## src/rtl/mrs_pkg.sv

```systemverilog
package mrs_pkg;
   // Carry-propagate adder implementation choices
   typedef enum logic [0:0] {
      ADD_BEHAV = 1'b0,
      ADD_CSEL  = 1'b1
   } adder_arch_e;

   localparam int unsigned DEF_PP_W   = 64;
   localparam int unsigned DEF_FRAC_W = 53;
   localparam int unsigned DEF_EXP_W  = 11;
   localparam int unsigned DEF_BLK_W  = 8;
endpackage

```

## src/rtl/mrs_csa.sv

```systemverilog
// Bitwise 3:2 carry-save reducer; the carry vector is pre-shifted by one.
module mrs_csa #(
   parameter int unsigned W = 64
) (
   input  logic [W-1:0] in_x,
   input  logic [W-1:0] in_y,
   input  logic [W-1:0] in_z,
   output logic [W-1:0] sum_o,
   output logic [W-1:0] car_o
);
   initial begin
      if (W < 2) $error("mrs_csa: W must be at least 2");
   end

   logic [W-2:0] maj;

   for (genvar i = 0; i < W; i++) begin : g_bit
      assign sum_o[i] = in_x[i] ^ in_y[i] ^ in_z[i];
      if (i < W - 1) begin : g_maj
         assign maj[i] = (in_x[i] & in_y[i]) | (in_x[i] & in_z[i]) | (in_y[i] & in_z[i]);
      end
   end

   assign car_o = {maj, 1'b0};
endmodule

```

## src/rtl/mrs_cpa.sv

```systemverilog
// Modulo-2^W carry-propagate adder; ARCH selects the implementation.
module mrs_cpa #(
   parameter int unsigned        W     = 64,
   parameter int unsigned        BLK_W = 8,
   parameter mrs_pkg::adder_arch_e ARCH = mrs_pkg::ADD_CSEL
) (
   input  logic [W-1:0] op_a,
   input  logic [W-1:0] op_b,
   output logic [W-1:0] sum_o
);
   localparam int unsigned NBLK = W / BLK_W;

   initial begin
      if (BLK_W == 0 || (W % BLK_W) != 0)
         $error("mrs_cpa: W must be a multiple of BLK_W");
   end

   if (ARCH == mrs_pkg::ADD_BEHAV) begin : g_behav
      assign sum_o = op_a + op_b;
   end else begin : g_csel
      logic [NBLK-1:0] blk_cin;
      assign blk_cin[0] = 1'b0;
      for (genvar g = 0; g < NBLK; g++) begin : g_blk
         if (g < NBLK - 1) begin : g_mid
            logic [BLK_W:0] s_zero;
            logic [BLK_W:0] s_one;
            assign s_zero = {1'b0, op_a[g*BLK_W +: BLK_W]} + {1'b0, op_b[g*BLK_W +: BLK_W]};
            assign s_one  = {1'b0, op_a[g*BLK_W +: BLK_W]} + {1'b0, op_b[g*BLK_W +: BLK_W]}
                            + (BLK_W+1)'(1);
            assign sum_o[g*BLK_W +: BLK_W] = blk_cin[g] ? s_one[BLK_W-1:0] : s_zero[BLK_W-1:0];
            assign blk_cin[g+1] = blk_cin[g] ? s_one[BLK_W] : s_zero[BLK_W];
         end else begin : g_top
            logic [BLK_W-1:0] t_zero;
            logic [BLK_W-1:0] t_one;
            assign t_zero = op_a[g*BLK_W +: BLK_W] + op_b[g*BLK_W +: BLK_W];
            assign t_one  = op_a[g*BLK_W +: BLK_W] + op_b[g*BLK_W +: BLK_W] + BLK_W'(1);
            assign sum_o[g*BLK_W +: BLK_W] = blk_cin[g] ? t_one : t_zero;
         end
      end
   end
endmodule

```

## src/rtl/mrs_path.sv

```systemverilog
// One speculative rounding path: inject increment, reduce 3:2, add.
module mrs_path #(
   parameter int unsigned        W       = 64,
   parameter int unsigned        RND_POS = 10,
   parameter int unsigned        ZERO_W  = 11,
   parameter int unsigned        BLK_W   = 8,
   parameter mrs_pkg::adder_arch_e ARCH  = mrs_pkg::ADD_CSEL
) (
   input  logic         clk,
   input  logic         rst_n,
   input  logic         chk_en,
   input  logic [W-1:0] pp_a,
   input  logic [W-1:0] pp_b,
   input  logic [W-1:0] pp_c,
   output logic [W-1:0] sum_o
);
   initial begin
      if (RND_POS >= ZERO_W) $error("mrs_path: increment must land in the empty low bits");
      if (ZERO_W >= W)       $error("mrs_path: empty field wider than operand");
   end

   logic [W-1:0] c_inj;
   logic [W-1:0] red_s;
   logic [W-1:0] red_c;

   assign c_inj = pp_c | (W'(1) << RND_POS);

   mrs_csa #(.W(W)) i_csa (
      .in_x (pp_a),
      .in_y (pp_b),
      .in_z (c_inj),
      .sum_o(red_s),
      .car_o(red_c)
   );

   mrs_cpa #(.W(W), .BLK_W(BLK_W), .ARCH(ARCH)) i_cpa (
      .op_a (red_s),
      .op_b (red_c),
      .sum_o(sum_o)
   );

   // the increment is only exact when the injected field starts empty
   assert_cfield_empty_R7: assert property (@(posedge clk) disable iff (!rst_n)
      chk_en |-> (pp_c[ZERO_W-1:0] == '0));
endmodule

```

## src/rtl/mul_round_select.sv

```systemverilog
module mul_round_select #(
   parameter int unsigned        PP_W   = mrs_pkg::DEF_PP_W,
   parameter int unsigned        FRAC_W = mrs_pkg::DEF_FRAC_W,
   parameter int unsigned        EXP_W  = mrs_pkg::DEF_EXP_W,
   parameter int unsigned        BLK_W  = mrs_pkg::DEF_BLK_W,
   parameter mrs_pkg::adder_arch_e ARCH = mrs_pkg::ADD_CSEL
) (
   input  logic              clk,
   input  logic              rst_n,
   input  logic              in_valid,
   input  logic [PP_W-1:0]   pp_a,
   input  logic [PP_W-1:0]   pp_b,
   input  logic [PP_W-1:0]   pp_c,
   input  logic [EXP_W-1:0]  exp_in,
   output logic              out_valid,
   output logic [FRAC_W-1:0] frac_out,
   output logic [EXP_W-1:0]  exp_out
);
   localparam int unsigned HI_LSB  = PP_W - FRAC_W;   // lsb index, upper range
   localparam int unsigned HI_RND  = HI_LSB - 1;      // half lsb
   localparam int unsigned LO_RND  = HI_LSB - 2;      // quarter lsb

   initial begin
      if (FRAC_W + 3 > PP_W) $error("mul_round_select: need at least three bits below the fraction");
      if (EXP_W < 2)         $error("mul_round_select: exponent too narrow");
   end

   logic [PP_W-1:0]   sum_hi;
   logic [PP_W-1:0]   sum_lo;
   logic              pick_lo;
   logic [FRAC_W-1:0] frac_nxt;
   logic [EXP_W-1:0]  exp_nxt;

   mrs_path #(.W(PP_W), .RND_POS(HI_RND), .ZERO_W(HI_LSB), .BLK_W(BLK_W), .ARCH(ARCH)) i_path_hi (
      .clk(clk), .rst_n(rst_n), .chk_en(in_valid),
      .pp_a(pp_a), .pp_b(pp_b), .pp_c(pp_c), .sum_o(sum_hi)
   );

   mrs_path #(.W(PP_W), .RND_POS(LO_RND), .ZERO_W(HI_LSB), .BLK_W(BLK_W), .ARCH(ARCH)) i_path_lo (
      .clk(clk), .rst_n(rst_n), .chk_en(in_valid),
      .pp_a(pp_a), .pp_b(pp_b), .pp_c(pp_c), .sum_o(sum_lo)
   );

   // Late select: quarter-lsb result kept only while it stays below one half
   always_comb begin
      pick_lo = ~sum_lo[PP_W-1];
      if (pick_lo) begin
         frac_nxt = sum_lo[PP_W-2 -: FRAC_W];
         exp_nxt  = exp_in - EXP_W'(1);
      end else begin
         frac_nxt = sum_hi[PP_W-1 -: FRAC_W];
         exp_nxt  = exp_in;
      end
   end

   always_ff @(posedge clk or negedge rst_n) begin
      if (!rst_n) begin
         out_valid <= 1'b0;
         frac_out  <= '0;
         exp_out   <= '0;
      end else begin
         out_valid <= in_valid;
         if (in_valid) begin
            frac_out <= frac_nxt;
            exp_out  <= exp_nxt;
         end
      end
   end

   assert_valid_latency_R1: assert property (@(posedge clk) disable iff (!rst_n)
      out_valid == $past(in_valid));

   assert_frac_normalized_R6: assert property (@(posedge clk) disable iff (!rst_n)
      out_valid |-> frac_out[FRAC_W-1]);

   // exponent is either kept or lowered by exactly one
   assert_exp_adjust_R4: assert property (@(posedge clk) disable iff (!rst_n)
      out_valid |-> (exp_out == $past(exp_in) || exp_out == $past(exp_in) - EXP_W'(1)));

   // whenever the half-lsb path wins, its own sum is in the upper range
   assert_hi_path_range_R5: assert property (@(posedge clk) disable iff (!rst_n)
      (in_valid && !pick_lo) |-> sum_hi[PP_W-1]);
endmodule

```

## config.mk

```make
export PLATFORM = sky130hd
export DESIGN_NAME = mul_round_select
export DESIGN_NICKNAME = d
export VERILOG_FILES = /design/src/rtl/mrs_pkg.sv /design/src/rtl/mrs_csa.sv /design/src/rtl/mrs_cpa.sv /design/src/rtl/mrs_path.sv /design/src/rtl/mul_round_select.sv
export SDC_FILE = /design/constraint.sdc
export NUM_CORES = 1
export LEC_CHECK = 0
export ABC_CLOCK_PERIOD_IN_PS = 1200
export CAP_MARGIN = 10
export CORE_MARGIN = 5
export CORE_UTILIZATION = 30
export CTS_CLUSTER_DIAMETER = 200
export DETAILED_ROUTE_END_ITERATION = 16
export SLEW_MARGIN = 10
export SYNTH_ARGS = -nofsm -noshare
export SYNTH_HDL_FRONTEND = slang
export SYNTH_SLANG_ARGS = --single-unit
```

## constraint.sdc

```tcl
create_clock -name clk -period 1.2 [get_ports clk]
set_clock_uncertainty 0.2 [all_clocks]
set_input_delay 0.36 -clock clk [delete_from_list [all_inputs] [get_ports clk]]
set_output_delay 0.36 -clock clk [all_outputs]
set_load 0.005 [all_outputs]
```

After elaboration in Yosys (flattened, before gate mapping)
Cells that the tools add are included. W data, S select, Z words.

Register bits after elaboration: 65. Input bits: 206. Output and inout bits: 65. Logic and storage cells: 498.

$add $sub $neg: 18. Mux-type cells: 28. Bitwise gates (word level): 449.

Operator list (number): $and A1 B1 Y1 (189); $or A1 B1 Y1 (130); $xor A1 B1 Y1 (128); $mux W8 (14); $add A8 B8 Y9 (8); $add A9 B1 Y9 const B (7); $mux W53 (1); $mux W1 (12); $mux W11 (1); $sub A11 B1 Y11 const B (1); $add A8 B1 Y8 const B (1); $add A8 B8 Y8 (1); $not A1 Y1 (2).

Logic depth before layout (Yosys ltp)
Word-level depth: 13. Mapped depth: 21. Mapped depth without buffers: 19.

Cells and area by module
A second synthesis with hierarchy kept.

Cell total of the unflattened synthesis: 1397. Area, all modules: 13147.6 sq um.

By module, submodules not included: mrs_cpa at i_path_hi.i_cpa (instances 1, cells an instance 486, area an instance 3779.9 sq um, seq. area each 0.0 sq um); mrs_cpa at i_path_lo.i_cpa (instances 1, cells an instance 476, area an instance 3693.5 sq um, seq. area each 0.0 sq um); mul_round_select (instances 1, cells an instance 301, area an instance 3074.2 sq um, seq. area each 1626.6 sq um); mrs_csa (instances 2, cells an instance 66, area an instance 1296.2 sq um, seq. area each 0.0 sq um); mrs_path (instances 2, cells an instance 1, area an instance 3.8 sq um, seq. area each 0.0 sq um).

Worst setup path before layout
OpenSTA, ideal clock, no wires.

Path kind: input to register. From: in pp_a[8]. To: reg frac_out[4]. Setup time: 125 ps. Arrival: 5331 ps. Required time: 875 ps. Setup slack: -4456 ps. Stages: 20. Buffers on the path: 2. Cells stage by stage: inv_1 > fa_1 > inv_1 > ha_1 > inv_1 > fa_1 > or3_1 > o32ai_2 > nand4_1 > o21a_1 > or4_4 > and4_4 > o31a_1 > nor4_4 > o211ai_1 > and3_1 > buf_2 > buf_6 > mux2i_1 > mux2_2.

Cells in the longest elaborated chain, start to end: 13. Elaborated cells on any way between the ends: 20. Classes of those cells: add/sub (4); mux (10); bitwise (6).

RTL lines: start: declaration (RTL line mul_round_select.sv:11) `input logic [PP_W-1:0] pp_a,`; $and A1 B1 Y1 (RTL line mrs_csa.sv:20) `assign maj[i] = (in_x[i] & in_y[i]) | (in_x[i] & in_z[i]) | (in_y[i] & in_z[i]);`; $or A1 B1 Y1 (2 in series) (RTL line mrs_csa.sv:20); $add A8 B8 Y9 (RTL line mrs_cpa.sv:27, mrs_cpa.sv:28); $add A9 B1 Y9 (RTL line mrs_cpa.sv:29) `+ (BLK_W+1)'(1);`; $mux W1 (6 in series) (RTL line mrs_cpa.sv:31) `assign blk_cin[g+1] = blk_cin[g] ? s_one[BLK_W] : s_zero[BLK_W];`; $mux W8 (RTL line mrs_cpa.sv:37) `assign sum_o[g*BLK_W +: BLK_W] = blk_cin[g] ? t_one : t_zero;`; $mux W53 * (RTL line mul_round_select.sv:47) `if (pick_lo) begin`; end signal: assignment (RTL line mul_round_select.sv:64) `frac_out <= frac_nxt;`; end: declaration (RTL line mul_round_select.sv:16) `output logic [FRAC_W-1:0] frac_out,`.

Every way passes the cells marked *; elsewhere a longest branch is shown, timed or not. A chain may end at the register's enable or synchronous reset.

Worst setup path after layout
From: in pp_b[18]. To: reg exp_out[8].

Cells in the longest elaborated chain, start to end: 12. Elaborated cells on any way between the ends: 15. Classes of those cells: add/sub (2); mux (7); bitwise (6).

RTL lines: start: declaration (RTL line mul_round_select.sv:12) `input logic [PP_W-1:0] pp_b,`; $and A1 B1 Y1 (RTL line mrs_csa.sv:20); $or A1 B1 Y1 (2 in series) (RTL line mrs_csa.sv:20); $add A8 B8 Y9 * (RTL line mrs_cpa.sv:27, mrs_cpa.sv:28); $add A9 B1 Y9 (RTL line mrs_cpa.sv:29); $mux W1 * (5 in series) (RTL line mrs_cpa.sv:31); $mux W8 * (RTL line mrs_cpa.sv:37); $mux W11 * (RTL line mul_round_select.sv:47); end signal: assignment (RTL line mul_round_select.sv:65) `exp_out <= exp_nxt;`; end: declaration (RTL line mul_round_select.sv:17) `output logic [EXP_W-1:0] exp_out`.

Marks and branches as above.

==> impl_metrics.yaml <==
global_routing:
  grt_busiest_layer: "met2"
  grt_pass1_wl_microns: 51540
  grt_pass1_vias: 10380
  grt_start_max_net_pins: 52
  antenna_violations_before_repair: 4
  grt_util_met1: 0.2213
  globalRouteTotalUtil: 0.1756
  grt_overflow_total: 0
  grt_util_met3: 0.05287
  gr-usage-met2: 0.3035
sta:
  slew_headroom: 0.6183
  timing.final.crit_share: 4.436
  hold_ws_ns: 0.1909
  layout_setup_ws_ns: -4.123
  grt_setup_unrepaired: "true"
  worst_slew_pin_slew_ns: 0.5673
  timing.final.max_slew_violations: 0
  final-hold-violation-count: 0
  max_clock_freq_mhz: 187.9
  report.final.setup_viol: 129
  min_period_ns: 5.323
die:
  floorplan.initialDensity: 0.3023
  io_pins: 271
  die_height_microns: 187.6
  fp-row-count: 65
  die_wd_microns: 187.6
  die_area_sq_um: 35200
  core_sq_um: 31310
finish:
  final_net_count: 2019
  n_fill_cell: 2860
  drive_gt1_frac: 0.3749
  finish.cell_count_without_fillers: 2078
  area.sequential_sq_um: 1627
  areaGrowthSynthToFinish_pct: 74.58
  postLayoutCellArea_sq_um: 16520
  multiInputGateArea_sq_um: 8289
  postLayoutCoreUtil: 0.5277
synth:
  synth_enable_flop_cells: 0
  syn_std_cell_area_sq_um: 9464
  synth_cells: 1034
  yosys.cell_types.count: 73
  asyncSetResetFlopFracSynth: 1.000
  postSynthNetCount: 1383
  mean_cell_area_of_the_mapped_netlist_sq_um: 9.153
  synthesis.yosys.warnings: 0
  postSynthRegisterBits: 65
  dominantRegCellSynth: "sky130_fd_sc_hd__dfrtp_1"
  synth.yosys.seq_area_share: 0.1719
route:
  dr_vias_cell: 4.843
  dr.pass1.iters: 4
  drt.antenna.violating_nets: 0
  post-route-drc-count: 0
  first_iter_violations: 447
  drt_wl_total_microns: 31810
  detailroute.via_count: 10060
  average_wire_per_cell_in_the_routed_design_microns: 15.31
cts:
  numCtsBuffers: 9
  clock_latency_ns: 0.34
  tritoncts_clock_tree: "done"
  buffer_depth_of_the_longest_clock_path: 2
  htreeDepth: 3
  path_clk_slew_ns: 0.06
  cts_root_buf: "sky130_fd_sc_hd__clkbuf_16"
  numClockSinks: 65
placed_design:
  buffer_ports.inserted: 270
  dpl.hpwl_microns: 25500
  gp_routability_congestion: 0.8579
  place_area_sq_um: 15000
  place_inst: 1987
setup_path:
  cp_data_required_time_ns: 1.26
  r2r_end: "frac_out[12]"
  regToRegSetupSlack_ns: -0.13
  worst_setup_path_start_kind: "primary input"
  endpoint_kind: "flip-flop"
  crit_path_class: "in2reg"
  rr_worst_depth: 4
  rr_startpoint: "frac_out[12]"
  timing.critical_path.from: "pp_b[18]"
  arrival_time_at_the_worst_endpoint_ns: 5.38
  timing.critical_path.fanout_max: 5
hold_path:
  cell_count_of_the_worst_hold_path: 2
  hold_path_startpoint: "in_valid"
  min-delay-path-class: "in2reg"
  min_to: "exp_out[3]"
power:
  total_leakage_power_nw: 7.453
  vdd_ir_drop_max_mv: 0.8780
  power_density_nw_per_um2: 1739
outcome:
  status: "complete, but fails checks"
  violated_checks: "negative setup slack"
flow_run:
  maxCapViolations: 0
-- area by class of cell --
cell class                      count  share of cell area
Tap cell                          402             0.03044
Inverter                           48             0.01151
Sequential cell                    65             0.09845
Antenna cell                        1           0.0001515
Clock buffer                       11             0.01469
Timing Repair Buffer              653              0.3383
Clock inverter                      5            0.004771
Multi-Input combinational cell    893              0.5017
-- worst max-delay path by stage --
stage                        end  slack, ns  cells after the start
detailed placement    exp_out[7]      -5.04                     20
global placement    frac_out[17]      -4.96                     21
global route          exp_out[8]      -4.26                     19
floorplan           frac_out[47]      -4.30                     19
CTS                  frac_out[7]      -4.06                     24
finish                exp_out[8]      -4.12                     22
-- power breakdown --
group          leakage [nW]  total [mW]  internal, mW  switching (mW)
clock                 0.159        2.94          1.87            1.07
sequential            0.753        3.85          3.22           0.633
combinational          6.54        21.9          12.5            9.49
total                  7.45        28.7          17.5            11.2
-- routing by layer --
layer  vias to the layer above  part of all wire
met3                        31             0.068
met1                      4776              0.43
met4                         6             0.012
met5                         -            0.0010
met2                       244              0.49
li1                       5006                 -
-- critical path, cell delays in order --
cell	delay [ns]
sky130_fd_sc_hd__clkdlybuf4s50_1	0.48
sky130_fd_sc_hd__fa_1	0.46
sky130_fd_sc_hd__ha_4	0.30
sky130_fd_sc_hd__a21oi_2	0.06
sky130_fd_sc_hd__buf_4	0.14
sky130_fd_sc_hd__o21ai_2	0.13
sky130_fd_sc_hd__a21oi_2	0.09
sky130_fd_sc_hd__buf_4	0.14
sky130_fd_sc_hd__buf_4	0.12
sky130_fd_sc_hd__buf_4	0.12
sky130_fd_sc_hd__buf_4	0.12
sky130_fd_sc_hd__o21a_4	0.22
sky130_fd_sc_hd__or4_4	0.57
sky130_fd_sc_hd__and4_4	0.20
sky130_fd_sc_hd__o31a_1	0.33
sky130_fd_sc_hd__buf_6	0.13
sky130_fd_sc_hd__o211ai_1	0.23
sky130_fd_sc_hd__o311a_4	0.26
sky130_fd_sc_hd__buf_4	0.12
sky130_fd_sc_hd__nand3_4	0.11
sky130_fd_sc_hd__or4_1	0.53
sky130_fd_sc_hd__a31oi_1	0.16
-- Yosys cell counts, types with 5 or more instances --
| library cell | count | area [sq um] |
|---|---|---|
| sky130_fd_sc_hd__and3_1 | 22 | 137.6 |
| sky130_fd_sc_hd__nor2_1 | 97 | 364.1 |
| sky130_fd_sc_hd__nor3_1 | 15 | 75.07 |
| sky130_fd_sc_hd__o31ai_1 | 7 | 52.55 |
| sky130_fd_sc_hd__fa_1 | 70 | 1401 |
| sky130_fd_sc_hd__nand2b_1 | 8 | 50.05 |
| sky130_fd_sc_hd__dfrtp_1 | 65 | 1627 |
| sky130_fd_sc_hd__a21o_1 | 23 | 172.7 |
| sky130_fd_sc_hd__or2_2 | 8 | 50.05 |
| sky130_fd_sc_hd__xor2_1 | 52 | 455.4 |
| sky130_fd_sc_hd__a211oi_1 | 5 | 37.54 |
| sky130_fd_sc_hd__o21bai_1 | 6 | 45.04 |
| sky130_fd_sc_hd__inv_1 | 48 | 180.2 |
| sky130_fd_sc_hd__ha_1 | 73 | 913.4 |
| sky130_fd_sc_hd__a21oi_1 | 54 | 270.3 |
| sky130_fd_sc_hd__or4_1 | 10 | 75.07 |
| sky130_fd_sc_hd__o21ai_0 | 32 | 160.2 |
| sky130_fd_sc_hd__nand2_1 | 54 | 202.7 |
| sky130_fd_sc_hd__clkbuf_1 | 16 | 60.06 |
| sky130_fd_sc_hd__a31oi_1 | 12 | 75.07 |
| sky130_fd_sc_hd__mux2i_1 | 54 | 540.5 |
| sky130_fd_sc_hd__o211ai_1 | 9 | 67.56 |
| sky130_fd_sc_hd__mux2_2 | 40 | 450.4 |
| sky130_fd_sc_hd__nand3b_1 | 5 | 37.54 |
| sky130_fd_sc_hd__xnor2_1 | 83 | 727.0 |
| sky130_fd_sc_hd__buf_2 | 6 | 30.03 |
| sky130_fd_sc_hd__and2_1 | 7 | 43.79 |
| sky130_fd_sc_hd__nand3_1 | 39 | 195.2 |
| sky130_fd_sc_hd__nand4_1 | 9 | 56.30 |
| sky130_fd_sc_hd__nor4_1 | 8 | 50.05 |
| sky130_fd_sc_hd__or3_1 | 14 | 87.58 |
| sky130_fd_sc_hd__o21a_1 | 6 | 45.04 |
-- cell families after synthesis --
family,count (synthesis),share of synthesized area
AO/OA/AOI/OAI,197,0.1404
multiplexers,94,0.1047
flip-flops,65,0.1719
buffers and inverters,77,0.03411
adder cells (fa/ha/maj),144,0.2456
XOR/XNOR,135,0.1249
AND/OR/NAND/NOR,322,0.1783
-- through the flow --
stage	TNS [ns]	total power, mW	worst slack, ns
2_1_floorplan	-270.91	13.61	-4.302
3_3_place_gp	-329.37	22.56	-4.965
3_5_place_dp	-332.08	22.81	-5.039
4_1_cts	-271.12	27.28	-4.064
5_1_grt	-285.16	30.97	-4.258
6_report	-274.35	28.74	-4.123
-- registers in the layout (all words and copies together), names as in the netlist --
| name | flops |
|---|---|
| exp_out | 11 |
| frac_out | 53 |
| out_valid | 1 |
-- what timing repair did --
action | in CTS | in global routing
resized for setup | 414 | 83
setup endpoints to repair | 129 | 129
hold buffers | 1 | 0
endpoints found under the hold margin | 65 | 0
cloned | 2 | 1
buffers inserted | 43 | 28
pin swaps | 68 | 47
-- cell usage in the layout, fill, tap and decap left out, types with 6 or more instances in the layout --
| cell type | count |
|---|---|
| sky130_fd_sc_hd__dfrtp_1 | 65 |
| sky130_fd_sc_hd__nor3_1 | 12 |
| sky130_fd_sc_hd__nor4_1 | 6 |
| sky130_fd_sc_hd__nand2_1 | 51 |
| sky130_fd_sc_hd__mux2_2 | 12 |
| sky130_fd_sc_hd__a21oi_2 | 8 |
| sky130_fd_sc_hd__or4_1 | 9 |
| sky130_fd_sc_hd__nand2b_1 | 7 |
| sky130_fd_sc_hd__o211ai_1 | 9 |
| sky130_fd_sc_hd__buf_4 | 356 |
| sky130_fd_sc_hd__a21o_1 | 23 |
| sky130_fd_sc_hd__and3_1 | 21 |
| sky130_fd_sc_hd__nand4_1 | 9 |
| sky130_fd_sc_hd__mux2_4 | 28 |
| sky130_fd_sc_hd__fa_1 | 66 |
| sky130_fd_sc_hd__a31oi_1 | 9 |
| sky130_fd_sc_hd__xnor2_1 | 80 |
| sky130_fd_sc_hd__o21ai_0 | 26 |
| sky130_fd_sc_hd__clkdlybuf4s50_1 | 183 |
| sky130_fd_sc_hd__o31ai_4 | 6 |
| sky130_fd_sc_hd__nand3_1 | 35 |
| sky130_fd_sc_hd__buf_2 | 43 |
| sky130_fd_sc_hd__and2_1 | 6 |
| sky130_fd_sc_hd__mux2i_1 | 50 |
| sky130_fd_sc_hd__inv_1 | 39 |
| sky130_fd_sc_hd__xor2_1 | 51 |
| sky130_fd_sc_hd__clkbuf_16 | 10 |
| sky130_fd_sc_hd__o21bai_1 | 6 |
| sky130_fd_sc_hd__buf_12 | 7 |
| sky130_fd_sc_hd__a21oi_1 | 45 |
| sky130_fd_sc_hd__ha_1 | 62 |
| sky130_fd_sc_hd__dlygate4sd2_1 | 10 |
| sky130_fd_sc_hd__nor2_1 | 95 |
| sky130_fd_sc_hd__buf_6 | 41 |
| sky130_fd_sc_hd__or2_2 | 8 |
| sky130_fd_sc_hd__inv_2 | 7 |
| sky130_fd_sc_hd__ha_4 | 9 |
| sky130_fd_sc_hd__or3_1 | 9 |
(Power assumes the default switching activity.)
